<file path="src/rtl/ep_bank_pkg.sv">
package ep_bank_pkg;
  localparam int BANK_IDX_W = 2;
  localparam int BANK_MAX   = 3;
  typedef logic [BANK_IDX_W-1:0] bank_idx_t;

  function automatic bank_idx_t bank_add(bank_idx_t a, bank_idx_t b, bank_idx_t n);
    logic [BANK_IDX_W:0] s;
    s = {1'b0, a} + {1'b0, b};
    if (s >= {1'b0, n}) s = s - {1'b0, n};
    return s[BANK_IDX_W-1:0];
  endfunction

  function automatic bank_idx_t bank_sub(bank_idx_t a, bank_idx_t b, bank_idx_t n);
    logic [BANK_IDX_W:0] s;
    s = {1'b0, a} + {1'b0, n} - {1'b0, b};
    if (s >= {1'b0, n}) s = s - {1'b0, n};
    return s[BANK_IDX_W-1:0];
  endfunction
endpackage

</file>
<file path="src/rtl/ep_bank_index.sv">
module ep_bank_index
  import ep_bank_pkg::*;
(
  input  bank_idx_t cfg_banks,
  input  bank_idx_t cur,
  input  bank_idx_t busy,
  output bank_idx_t nb,
  output bank_idx_t nxt,
  output bank_idx_t fill,
  output bank_idx_t oldest
);
  always_comb begin
    nb     = (cfg_banks == '0) ? bank_idx_t'(1) : cfg_banks;
    nxt    = bank_add(cur, bank_idx_t'(1), nb);
    fill   = bank_add(cur, busy, nb);
    oldest = bank_sub(cur, busy, nb);
  end
endmodule

</file>
<file path="src/rtl/ep_bank_len_mem.sv">
module ep_bank_len_mem
  import ep_bank_pkg::*;
#(
  parameter int CNT_W = 11,
  parameter int DEPTH = BANK_MAX
) (
  input  logic             clk,
  input  logic             clr,
  input  logic             we_u,
  input  bank_idx_t        wa_u,
  input  logic [CNT_W-1:0] wd_u,
  input  logic             we_b,
  input  bank_idx_t        wa_b,
  input  logic [CNT_W-1:0] wd_b,
  input  bank_idx_t        ra,
  output logic [CNT_W-1:0] rd
);
  logic [CNT_W-1:0] len_q [DEPTH];

  for (genvar g = 0; g < DEPTH; g++) begin : g_entry
    always_ff @(posedge clk) begin
      if (clr)                                 len_q[g] <= '0;
      else if (we_u && wa_u == bank_idx_t'(g)) len_q[g] <= wd_u;
      else if (we_b && wa_b == bank_idx_t'(g)) len_q[g] <= wd_b;
    end
  end

  // read of the bank about to become current, with same-cycle write forwarding
  always_comb begin
    rd = '0;
    for (int i = 0; i < DEPTH; i++)
      if (ra == bank_idx_t'(i)) rd = len_q[i];
    if (we_b && wa_b == ra) rd = wd_b;
    if (we_u && wa_u == ra) rd = wd_u;
  end
endmodule

</file>
<file path="src/rtl/ep_bank_tracker.sv">
module ep_bank_tracker
  import ep_bank_pkg::*;
#(
  parameter int CNT_W = 11
) (
  input  logic             clk,
  input  logic             rst,
  input  logic             cfg_dir_in,
  input  logic [1:0]       cfg_banks,
  input  logic             ep_rst_pulse,
  input  logic             ep_disable,
  input  logic             usr_wr_byte,
  input  logic             usr_rd_byte,
  input  logic             usr_pkt_ready,
  input  logic             usr_release,
  input  logic             bus_in_token,
  input  logic             bus_in_done,
  input  logic             bus_out_pkt,
  input  logic             bus_ping,
  input  logic [CNT_W-1:0] bus_out_len,
  output logic [1:0]       cur_bank,
  output logic [1:0]       busy_cnt,
  output logic [CNT_W-1:0] byte_cnt,
  output logic             nak_out,
  output logic             hs_nak,
  output logic             usr_err
);
  bank_idx_t nb, nxt, fill, oldest;
  logic [CNT_W-1:0] reload_len;
  logic ep_clr, pkt_ok, pkt_bad, done_ok, in_nak, out_ok, out_nak;
  logic rel_ok, rel_bad, rd_ok, rd_bad, wr_ok, adv;
  logic u_we, b_we;
  bank_idx_t b_wa;
  logic [CNT_W-1:0] u_wd, b_wd, byte_nxt;
  bank_idx_t busy_nxt;

  ep_bank_index u_idx (
    .cfg_banks (cfg_banks),
    .cur       (cur_bank),
    .busy      (busy_cnt),
    .nb        (nb),
    .nxt       (nxt),
    .fill      (fill),
    .oldest    (oldest)
  );

  always_comb begin
    ep_clr  = ep_rst_pulse | ep_disable;
    pkt_ok  =  cfg_dir_in & usr_pkt_ready & (busy_cnt <  nb);
    pkt_bad =  cfg_dir_in & usr_pkt_ready & (busy_cnt >= nb);
    done_ok =  cfg_dir_in & bus_in_done   & (busy_cnt != '0);
    in_nak  =  cfg_dir_in & bus_in_token  & (busy_cnt == '0);
    out_ok  = !cfg_dir_in & bus_out_pkt   & (busy_cnt <  nb);
    out_nak = !cfg_dir_in & (bus_out_pkt | bus_ping) & (busy_cnt >= nb);
    rel_ok  = !cfg_dir_in & usr_release   & (busy_cnt != '0);
    rel_bad = !cfg_dir_in & usr_release   & (busy_cnt == '0);
    rd_ok   = !cfg_dir_in & usr_rd_byte & !usr_release & (byte_cnt != '0);
    rd_bad  = !cfg_dir_in & usr_rd_byte & !usr_release & (byte_cnt == '0);
    wr_ok   =  cfg_dir_in & usr_wr_byte & !usr_pkt_ready;
    adv     = pkt_ok | rel_ok;
    // user port: commit length on ready, zero the bank on release
    u_we    = adv;
    u_wd    = pkt_ok ? byte_cnt : '0;
    // bus port: record OUT length, zero the bank freed by IN completion
    b_we    = out_ok | done_ok;
    b_wa    = cfg_dir_in ? oldest : fill;
    b_wd    = out_ok ? bus_out_len : '0;
  end

  ep_bank_len_mem #(.CNT_W(CNT_W), .DEPTH(BANK_MAX)) u_mem (
    .clk  (clk),
    .clr  (rst | ep_clr),
    .we_u (u_we),
    .wa_u (cur_bank),
    .wd_u (u_wd),
    .we_b (b_we),
    .wa_b (b_wa),
    .wd_b (b_wd),
    .ra   (nxt),
    .rd   (reload_len)
  );

  always_comb begin
    busy_nxt = busy_cnt + bank_idx_t'(pkt_ok | out_ok) - bank_idx_t'(done_ok | rel_ok);
    if (adv)                             byte_nxt = reload_len;
    else if (done_ok && oldest == cur_bank) byte_nxt = '0;
    else if (out_ok && busy_cnt == '0)   byte_nxt = bus_out_len;
    else if (wr_ok)                      byte_nxt = byte_cnt + 1'b1;
    else if (rd_ok)                      byte_nxt = byte_cnt - 1'b1;
    else                                 byte_nxt = byte_cnt;
  end

  always_ff @(posedge clk) begin
    if (rst || ep_clr) begin
      cur_bank <= '0;
      busy_cnt <= '0;
      byte_cnt <= '0;
      nak_out  <= 1'b0;
      hs_nak   <= 1'b0;
      usr_err  <= 1'b0;
    end else begin
      if (adv) cur_bank <= nxt;
      busy_cnt <= busy_nxt;
      byte_cnt <= byte_nxt;
      hs_nak   <= in_nak | out_nak;
      if (out_nak) nak_out <= 1'b1;
      if (pkt_bad | rel_bad | rd_bad) usr_err <= 1'b1;
    end
  end
endmodule

</file>
<file path="config.mk">
export PLATFORM = sky130hd
export DESIGN_NAME = ep_bank_tracker
export DESIGN_NICKNAME = d
export VERILOG_FILES = /design/src/rtl/ep_bank_pkg.sv /design/src/rtl/ep_bank_index.sv /design/src/rtl/ep_bank_len_mem.sv /design/src/rtl/ep_bank_tracker.sv
export SDC_FILE = /design/constraint.sdc
export NUM_CORES = 1
export LEC_CHECK = 0
export CAP_MARGIN = 0
export CORE_AREA = 2 2 88 90
export CTS_BUF_LIST = sky130_fd_sc_hd__clkbuf_2 sky130_fd_sc_hd__clkbuf_4 sky130_fd_sc_hd__clkbuf_8
export DETAILED_ROUTE_END_ITERATION = 8
export DIE_AREA = 0 0 90 92
export GPL_TIMING_DRIVEN = 0
export PLACE_DENSITY = 0.81
export SYNTH_ARGS = -nofsm -noshare
export SYNTH_HDL_FRONTEND = slang
export SYNTH_HIERARCHICAL = 1
export SYNTH_SLANG_ARGS = --single-unit
</file>
<file path="constraint.sdc">
create_clock -name clk -period 6.5 [get_ports clk]
set_input_delay 1.3 -clock clk [delete_from_list [all_inputs] [get_ports clk]]
set_output_delay 1.3 -clock clk [all_outputs]
set_load 0.05 [all_outputs]
</file>
==> summary.txt, run 1 <==
CP Cell Sequence -> clkdlybuf4s50_1 > clkbuf_1 > fa_1 > inv_1 > fa_1 > inv_1 > ha_1 > nor2b_1 > o31a_1 > o21a_1 > mux2_2 > nand2b_1 > o221ai_1
Setup repair after global routing missed its margin -> no
Final-report hold violation count -> 0
Arrival time at the worst endpoint -> 5500 ps
PD cells -> 170 mW/mm^2
Hold Worst Slack -> 494 ps
Worst min path class -> reg2reg
Row Count -> 32
Leakage Power -> 1.96 nW
Global route total overflow -> 0
Antenna violations before repair -> 0
Max-cap viol count -> 0
Fin Setup TNS -> 0 ps
Placed instance area -> 0.00476 mm^2
Diodes inserted -> 0
Slew HR -> 21.8%
Post-route fraction of the period consumed by the critical path -> 85.5%
Start-to-end type of the worst setup path -> in2reg
Die width -> 90 um
Clock network fraction of design power -> 24.5%
Pin count of the biggest net entering global routing -> 19
Distinct cells, synth -> 76
Setup violators final -> 0
Vias per std cell -> 6.22
Nature of the critical path startpoint -> primary input
Maximum vdd drop -> 0.0000920 V
Hold depth -> 2
Overall routing resource usage -> 25.4%
Design Area, Final -> 0.00486 mm^2
Cell internal power dissipation -> 0.000547 W
Layout overhead on the synthesized area -> 15.3%
Global-route wire length before repair -> 17.2 mm
Core region area -> 0.00745 mm^2
Commonest non-fill, non-tap cell in the layout -> sky130_fd_sc_hd__clkdlybuf4s50_1
Cell with the biggest individual delay on the critical path -> sky130_fd_sc_hd__o221ai_1
Routed wire length per instance -> 17.5 um
Setup fix buffers added after clock tree synthesis -> 0
Cell Area, Synth -> 0.00421 mm^2
First-iteration detailed-routing DRC count -> 342
Net switching share of the total power -> 33.6%
Total I/O pin count -> 44
Sequential fraction of design power -> 44.2%
Clock tree root driver cell -> sky130_fd_sc_hd__clkbuf_8
Worst slew pin tran -> 1170 ps
Remaining routing DRC violations -> 0
Count of buffer and inverter cells on the critical path -> 4
Critical path depth in cells -> 13
Routability Congestion -> 0.893
Clock latency of the later-clocked register in the worst-skew pair -> 320 ps
Clk slew on worst S/H paths -> 100 ps
Period minus WS final -> 5560 ps
Layout net count -> 551
Commonest register cell after synthesis -> sky130_fd_sc_hd__edfxtp_1
Number of H-tree levels -> 2
Final max-slew violation count -> 0
Max stage delay on crit path -> 920 ps
Vias in the first global route -> 3544
Total number of vias -> 3746
Total number of yosys warnings -> 6
Critical path fanouts, max -> 11
Sort of element at the end of the critical path -> register
Number of gates resized after cts -> 0
Post-detailed-route count of antenna-violating nets -> 0
Layout Skew -> 4.97 ps
Max Buffers Root-to-Sink -> 2
Number of CTS-inserted buffers -> 5
Sequential-to-total area share from yosys stat -> 32.1%
Number of register bits inferred by synthesis -> 51
Setup slack of the critical path after layout -> 942 ps
Total of buffers placed on input and output ports -> 42
Die extent in y -> 92 um
Gate count of the mapped netlist -> 450
Die outline area -> 0.00828 mm^2
Pre-CTS worst setup slack -> 653 ps
Fraction of layout instances using a drive strength above 1 -> 11.8%
Starting utilization of the core area -> 56.5%
CTS Sinks -> 51
Status -> finished clean
EDFF count, synth -> 33
Total wire length after detailed routing -> 10.5 mm
TritonCTS clock tree -> done
Hold-fix buffer count after cts -> 0
Post-Syn Nets -> 502
Async S/R FF share, synth -> 0%
Combinational group share of total power -> 31.3%
DP Wirelength -> 8.33 mm
R2r worst-path depth -> 14
Total net switching power -> 0.000277 W
Most frequent cells in the layout -> 42 x sky130_fd_sc_hd__clkdlybuf4s50_1, 36 x sky130_fd_sc_hd__nor2_1, 33 x sky130_fd_sc_hd__edfxtp_1
Critical Path RT -> 6440 ps
Iteration count of the initial detailed-routing pass -> 6
Highest Clock Rate -> 180 MHz
Gate family responsible for the most delay along the worst path -> adder cells
Mean instance size in the synthesized netlist -> 9.36 um^2
Overall power of the completed layout -> 0.000823 W
-- state kept, by name, summed over array words and instances (netlist names) --
register and count:
u_mem/len_q 33, byte_cnt 11, busy_cnt 2, hs_nak 1, cur_bank 2, usr_err 1
nak_out 1
-- worst reg2reg max path: cells and delay by family (launching register included) --
kind | cells | cell delay [ps]
adder cells (fa/ha/maj) | 4 | 1390
AO/OA/AOI/OAI | 3 | 1350
flip-flops | 1 | 560
AND/OR/NAND/NOR | 2 | 390
buffers and inverters | 4 | 330
multiplexers | 1 | 320
-- area by class of cell --
| cell class | instances | area [um^2] |
|---|---|---|
| flip-flops and latches | 51 | 1350 |
| inverters | 21 | 78.8 |
| plain buffers | 26 | 159 |
| fillers | 635 | 2590 |
| clock buffers | 5 | 68.8 |
| multi-input cells | 352 | 2620 |
| repair buffers | 42 | 420 |
| clock inverters | 3 | 28.8 |
| well taps | 102 | 128 |
-- power groups by stage --
stage	Sequential, W	Combinational (W)	Clock, W
after floorplan	0.000382	0.000175	0
after global placement	0.000371	0.000245	0
after detailed placement	0.000371	0.000254	0
after CTS	0.000364	0.000255	0.000204
after global routing	0.000366	0.000279	0.000213
final	0.000364	0.000258	0.000202
-- logic make-up (layout without fill, tap and decap cells) --
| kind of cell | after synthesis | after routing | share of synthesized area, % |
|---|---|---|---|
| and+or+nand+nor | 135 | 135 | 17.8 |
| DFF | 51 | 51 | 32.1 |
| muxes | 16 | 16 | 3.86 |
| buffers and inverters | 47 | 97 | 5.65 |
| AOI/OAI and AO/OA | 160 | 160 | 28.7 |
| xor gates and xnor gates | 15 | 15 | 3.30 |
| adders and majority gates | 26 | 26 | 8.62 |
-- per-stage QoR --
step | util [%] | cells
floorplan | - | 450
detailed placement | 63.9 | 594
CTS | 65.2 | 602
finish | 65.2 | 602
global placement | 63.9 | 594
global route | 65.2 | 602
-- cell usage after synthesis, types with 3 or more instances --
master	number	area, um^2
sky130_fd_sc_hd__edfxtp_1	33	991
sky130_fd_sc_hd__and3_1	7	43.8
sky130_fd_sc_hd__a22o_1	22	193
sky130_fd_sc_hd__nand2b_1	7	43.8
sky130_fd_sc_hd__nor3_1	8	40.0
sky130_fd_sc_hd__a211oi_2	11	138
sky130_fd_sc_hd__a21oi_1	23	115
sky130_fd_sc_hd__clkbuf_1	7	26.3
sky130_fd_sc_hd__xnor2_1	8	70.1
sky130_fd_sc_hd__a22oi_1	3	22.5
sky130_fd_sc_hd__nor4_1	4	25.0
sky130_fd_sc_hd__ha_1	21	263
sky130_fd_sc_hd__nand3_1	5	25.0
sky130_fd_sc_hd__buf_2	10	50.1
sky130_fd_sc_hd__nor2_1	36	135
sky130_fd_sc_hd__mux2i_1	14	140
sky130_fd_sc_hd__a32o_1	11	110
sky130_fd_sc_hd__buf_4	5	37.5
sky130_fd_sc_hd__o31ai_1	4	30.0
sky130_fd_sc_hd__o21ai_0	24	120
sky130_fd_sc_hd__and2_1	22	138
sky130_fd_sc_hd__a211oi_1	7	52.6
sky130_fd_sc_hd__buf_6	4	45.0
sky130_fd_sc_hd__o21a_1	3	22.5
sky130_fd_sc_hd__o21ai_1	13	65.1
sky130_fd_sc_hd__fa_1	5	100
sky130_fd_sc_hd__dfxtp_1	18	360
sky130_fd_sc_hd__o31a_1	3	26.3
sky130_fd_sc_hd__nor2b_1	6	37.5
sky130_fd_sc_hd__inv_1	18	67.6
sky130_fd_sc_hd__a222oi_1	3	30.0
sky130_fd_sc_hd__o21bai_1	4	30.0
sky130_fd_sc_hd__nand2_1	21	78.8
sky130_fd_sc_hd__xor2_1	6	52.6
sky130_fd_sc_hd__a21o_1	4	30.0
-- final timing paths --
path | startpoint | endpoint | slack [ps]
worst max-delay path | cfg_banks[1] | u_mem/len_q[2][10] | 940
worst min-delay path | nak_out | nak_out | 490
worst max register to register | cur_bank[0] | u_mem/len_q[2][10] | 1780
worst min register to register | nak_out | nak_out | 490
-- routing by layer --
layer	vias up	global-route usage (%)	wire [um]
met5	-	0	0
li1	1814	-	-
met1	1761	34.4	4750
met3	26	3.12	539
met4	0	6.28	172
met2	145	43.6	5070
(Power assumes the default switching activity.)
==> run 2, diff against run 1 <==
- PLACE_DENSITY: 0.81 -> default
- PLACE_DENSITY_LB_ADDON: default -> 0.05
==> summary.txt, run 2 (synthesized netlist as in run 1, its figures left out) <==
Worst R2R Start -> cur_bank[0]
Clk slew on worst S/H paths -> 100 ps
Most frequent cells in the layout -> 42 x sky130_fd_sc_hd__clkdlybuf4s50_1, 36 x sky130_fd_sc_hd__nor2_1, 33 x sky130_fd_sc_hd__edfxtp_1
Number of H-tree levels -> 2
Global route total overflow -> 0
Number of CTS-inserted buffers -> 5
Vias in the first global route -> 3773
Post-route fraction of the period consumed by the critical path -> 85.1%
DP Wirelength -> 8.48 mm
Layout Skew -> 4.15 ps
Sequential fraction of design power -> 42.8%
Start point of the critical path -> cfg_banks[1]
R2r worst-path depth -> 14
Setup violators final -> 0
Fraction of layout instances using a drive strength above 1 -> 11.8%
WL met3 -> 462 um
Top routing layer in use -> met4
Total net switching power -> 0.000268 W
Routability Congestion -> 0.901
Sum of met2 wire segment lengths after detailed routing -> 5.10 mm
Final max-slew violation count -> 0
TritonCTS clock tree -> done
Worst slew pin tran -> 1140 ps
Clock tree root driver cell -> sky130_fd_sc_hd__clkbuf_8
First-iteration detailed-routing DRC count -> 207
Utilization of the core after routing -> 65.4%
Clock latency of the later-clocked register in the worst-skew pair -> 310 ps
End of the worst register-to-register path -> u_mem/len_q[2][6]
Most flops, register -> u_mem/len_q
Overall routing resource usage -> 26.4%
Critical path fanouts, max -> 11
CTS Sinks -> 51
Flop-to-flop setup slack -> 1840 ps
Hold depth -> 2
Nature of the critical path startpoint -> primary input
Commonest non-fill, non-tap cell in the layout -> sky130_fd_sc_hd__clkdlybuf4s50_1
Total of buffers placed on input and output ports -> 42
Layout overhead on the synthesized area -> 15.8%
Setup fix buffers added after clock tree synthesis -> 0
Period minus WS final -> 5530 ps
Diodes inserted -> 0
Total number of vias -> 3707
Die outline area -> 0.00828 mm^2
Starting utilization of the core area -> 56.5%
Cell internal power dissipation -> 0.000583 W
Start-to-end type of the worst setup path -> in2reg
Pin count of the biggest net entering global routing -> 18
Remaining routing DRC violations -> 0
Arrival time at the worst endpoint -> 5460 ps
PD cells -> 175 mW/mm^2
Endpoint of the worst setup timing path -> u_mem/len_q[2][6]
Post-detailed-route count of antenna-violating nets -> 0
Clock network fraction of design power -> 27.0%
Fin Setup TNS -> 0 ps
Die extent in y -> 92 um
Core region area -> 0.00745 mm^2
Vias per std cell -> 6.16
Sort of element at the end of the critical path -> register
Net switching share of the total power -> 31.5%
Setup repair after global routing missed its margin -> no
Max reg flops -> 33
Iteration count of the initial detailed-routing pass -> 4
Number of gates resized after cts -> 0
Die width -> 90 um
Global-route wire length before repair -> 18.0 mm
Max Buffers Root-to-Sink -> 2
Antenna violations before repair -> 0
Critical Path RT -> 6430 ps
Pre-CTS worst setup slack -> 676 ps
Largest regs -> u_mem/len_q x33, byte_cnt x11
Total wire length after detailed routing -> 10.6 mm
Total I/O pin count -> 44
Row Count -> 32
Max-cap viol count -> 0
Layout net count -> 551
Final-report hold violation count -> 0
Routed wire length per instance -> 17.7 um
Status -> finished clean
Slew HR -> 24.0%
Hold-fix buffer count after cts -> 0
Leakage Power -> 1.97 nW
Setup slack of the critical path after layout -> 970 ps
Routed metal-1 wirelength -> 4.92 mm
Worst min path class -> reg2reg
Combinational group share of total power -> 30.2%
Maximum vdd drop -> 0.0000925 V
Highest Clock Rate -> 181 MHz
==> run 2: cell count changes in the layout (fill, tap and decap cells not counted), sizes merged <==
| cell | delta |
|---|---|
| bufinv | +1 |
| clkinv | -2 |
| clkinvlp | +1 |
==> run 2: layout make-up <==
class,count,area [um^2]
clock inverters,3,46.3
multi-input cells,352,2620
inverters,21,78.8
flip-flops and latches,51,1350
well taps,102,128
fillers,670,2570
plain buffers,26,159
repair buffers,42,420
clock buffers,5,68.8
==> run 2: worst min-delay path by stage <==
stage               endpoint  slack [ps]  startpoint
detailed placement   usr_err         470     usr_err
CTS                  usr_err         510     usr_err
global route         usr_err         560     usr_err
global placement     nak_out         470     nak_out
finish               usr_err         500     usr_err
floorplan            nak_out         700     nak_out
==> run 2: routing by layer <==
metal | vias to the layer above | global-route usage, %
met2 | 98 | 46.6
met4 | 0 | 6.67
li1 | 1806 | -
met3 | 14 | 3.37
met5 | - | 0
met1 | 1789 | 34.4
==> run 2: worst max-delay path, stage by stage <==
cell and delay, ps:
sky130_fd_sc_hd__clkdlybuf4s50_1 440, sky130_fd_sc_hd__clkbuf_1 140, sky130_fd_sc_hd__fa_1 540, sky130_fd_sc_hd__inv_1 60
sky130_fd_sc_hd__fa_1 580, sky130_fd_sc_hd__inv_1 50, sky130_fd_sc_hd__ha_1 320, sky130_fd_sc_hd__nor2b_1 150
sky130_fd_sc_hd__o31a_1 240, sky130_fd_sc_hd__o21a_1 190, sky130_fd_sc_hd__mux2_2 320, sky130_fd_sc_hd__nand2b_1 230
sky130_fd_sc_hd__o221ai_1 900
==> run 2: power groups by stage <==
stage | sequential [W] | combinational [W] | clock, W
2_1_floorplan | 0.000382 | 0.000175 | 0
3_3_place_gp | 0.000371 | 0.000247 | 0
3_5_place_dp | 0.000372 | 0.000254 | 0
4_1_cts | 0.000364 | 0.000255 | 0.000231
5_1_grt | 0.000366 | 0.000282 | 0.000241
6_report | 0.000364 | 0.000257 | 0.000230
==> run 2: per-stage QoR <==
step	instances	cell area, um^2	hold slack (ps)	power, W
after detailed placement	594	4760	469	0.000625
after CTS	602	4870	507	0.000850
final	602	4870	496	0.000851
after global routing	602	4870	557	0.000889
after floorplan	450	4210	697	0.000557
after global placement	594	4760	466	0.000619
==> run 3, diff against run 2 <==
- GPL_TIMING_DRIVEN: 0 -> default
==> summary.txt, run 3 (synthesized netlist as in run 1, its figures left out) <==
Vias per std cell -> 6.37
Critical Path RT -> 6710 ps
Leakage Power -> 1.90 nW
Utilization of the core after routing -> 64.1%
Start-to-end type of the worst setup path -> in2reg
Setup fix buffers added after clock tree synthesis -> 0
Layout overhead on the synthesized area -> 13.4%
Count of buffer and inverter cells on the critical path -> 3
Arrival time at the worst endpoint -> 5470 ps
Gate family responsible for the most delay along the worst path -> adder cells
Hold depth -> 2
Final-report hold violation count -> 0
Vias in the first global route -> 3549
Row Count -> 32
Max reg flops -> 33
Routability Congestion -> 0.828
Total number of vias -> 3729
Post-route fraction of the period consumed by the critical path -> 80.9%
End of the worst register-to-register path -> byte_cnt[8]
Highest Clock Rate -> 190 MHz
Pin count of the biggest net entering global routing -> 19
PD cells -> 171 mW/mm^2
Clock tree root driver cell -> sky130_fd_sc_hd__clkbuf_8
Total I/O pin count -> 44
Core region area -> 0.00745 mm^2
Worst R2R Start -> cur_bank[0]
Setup violators final -> 0
Hold-fix buffer count after cts -> 0
Total wire length after detailed routing -> 10.8 mm
Worst min path class -> reg2reg
Nature of the critical path startpoint -> primary input
Die outline area -> 0.00828 mm^2
Global route total overflow -> 0
Number of gates resized after cts -> 0
Remaining routing DRC violations -> 0
Max-cap viol count -> 0
Global-route wire length before repair -> 17.9 mm
Flop-to-flop setup slack -> 1780 ps
Status -> finished clean
CP Cell Sequence -> clkdlybuf4s50_1 > fa_1 > inv_1 > fa_1 > inv_1 > ha_1 > nor2b_1 > o31a_1 > o21a_1 > mux2_2 > xnor2_2 > nand3_1 > o21ai_0 > o21ai_1 > a22oi_1 > o211a_1 > a211oi_1
Clock latency of the later-clocked register in the worst-skew pair -> 320 ps
Fraction of layout instances using a drive strength above 1 -> 10.1%
Cell with the biggest individual delay on the critical path -> sky130_fd_sc_hd__fa_1
Antenna violations before repair -> 0
Final max-slew violation count -> 0
Most flops, register -> u_mem/len_q
Commonest non-fill, non-tap cell in the layout -> sky130_fd_sc_hd__clkdlybuf4s50_1
Hold Worst Slack -> 500 ps
Routed wire length per instance -> 18.4 um
Pre-CTS worst setup slack -> 891 ps
Worst slew pin tran -> 972 ps
Maximum vdd drop -> 0.0000859 V
Slew HR -> 35.2%
Max Buffers Root-to-Sink -> 2
Setup repair after global routing missed its margin -> no
Worst hold start -> usr_err
R2r worst-path depth -> 19
Starting utilization of the core area -> 56.5%
Number of CTS-inserted buffers -> 5
Clk slew on worst S/H paths -> 110 ps
Layout Skew -> 16.7 ps
Most frequent cells in the layout -> 43 x sky130_fd_sc_hd__clkdlybuf4s50_1, 36 x sky130_fd_sc_hd__nor2_1, 33 x sky130_fd_sc_hd__edfxtp_1
End point of the worst hold path -> usr_err
Placed cell count -> 577
Fin Setup TNS -> 0 ps
Critical path fanouts, max -> 11
Max stage delay on crit path -> 570 ps
DP Wirelength -> 8.29 mm
Sort of element at the end of the critical path -> register
Diodes inserted -> 0
TritonCTS clock tree -> done
Layout net count -> 534
Total of buffers placed on input and output ports -> 43
Period minus WS final -> 5260 ps
Largest regs -> u_mem/len_q x33, byte_cnt x11
Post-route non-filler standard cell count -> 585
Iteration count of the initial detailed-routing pass -> 5
First-iteration detailed-routing DRC count -> 253
CTS Sinks -> 51
Die extent in y -> 92 um
Overall routing resource usage -> 26.6%
Die width -> 90 um
Setup slack of the critical path after layout -> 1240 ps
Post-detailed-route count of antenna-violating nets -> 0
Number of H-tree levels -> 2
## run 3: cell types whose count changed in the layout (fill, tap and decap cells not counted), moves of 2 or more
| cell | previous run | this run |
|---|---|---|
| sky130_fd_sc_hd__buf_6 | 4 | 0 |
| sky130_fd_sc_hd__buf_4 | 5 | 8 |
| sky130_fd_sc_hd__clkbuf_1 | 7 | 0 |
| sky130_fd_sc_hd__clkinv_4 | 0 | 2 |
| sky130_fd_sc_hd__buf_2 | 10 | 0 |
## run 3: area by class of cell
class	count	area, um^2
sequential	51	1350
timing repair buffer	51	490
clock inverter	3	28.8
tap	102	128
clock buffer	5	68.8
inverter	21	78.8
fill	660	2670
multi-input combinational	352	2630
## run 3: worst max path at each step
stage / from / endpoint / slack (ps) / cells past startpoint
after global routing: cfg_banks[1] / byte_cnt[3] / 990 / 17
after global placement: cfg_banks[1] / byte_cnt[8] / 1060 / 17
after floorplan: cfg_banks[1] / u_mem/len_q[0][0] / 1320 / 12
after CTS: cfg_banks[1] / byte_cnt[8] / 1230 / 17
final: cfg_banks[1] / byte_cnt[8] / 1240 / 17
after detailed placement: cfg_banks[1] / byte_cnt[8] / 890 / 17
## run 3: where the power goes
part	internal (W)	total, W	switching (W)
clock	0.0000802	0.000204	0.000124
sequential	0.000355	0.000364	0.00000919
combinational	0.000105	0.000250	0.000145
## run 3: metal layers
layer / up-vias / track usage [%] / routed length (um)
met2: 143 / 43.9 / 5060
met3: 12 / 4.03 / 605
li1: 1768 / - / -
met5: - / 0 / 0
met4: 0 / 6.92 / 98
met1: 1806 / 36.8 / 4990
## run 3: per-stage QoR
stage                     instance area (um^2)  total power [W]
after floorplan                           4210         0.000557
after CTS                                 4770         0.000818
after global routing                      4770         0.000859
final                                     4770         0.000819
after detailed placement                  4680         0.000617
after global placement                    4680         0.000613
## run 3: worst reg2reg max path, cell delays in order, from the launching register on
cell and delay (ps):
sky130_fd_sc_hd__dfxtp_1 720, sky130_fd_sc_hd__inv_1 180, sky130_fd_sc_hd__ha_1 380, sky130_fd_sc_hd__inv_1 70, sky130_fd_sc_hd__ha_1 190, sky130_fd_sc_hd__inv_1 80
sky130_fd_sc_hd__fa_1 520, sky130_fd_sc_hd__inv_1 60, sky130_fd_sc_hd__ha_1 310, sky130_fd_sc_hd__nor2b_1 150, sky130_fd_sc_hd__o31a_1 230, sky130_fd_sc_hd__o21a_1 190
sky130_fd_sc_hd__mux2_2 320, sky130_fd_sc_hd__xnor2_2 150, sky130_fd_sc_hd__nand3_1 290, sky130_fd_sc_hd__o21ai_0 260, sky130_fd_sc_hd__o21ai_1 90, sky130_fd_sc_hd__a22oi_1 230
sky130_fd_sc_hd__o211a_1 180, sky130_fd_sc_hd__a211oi_1 40
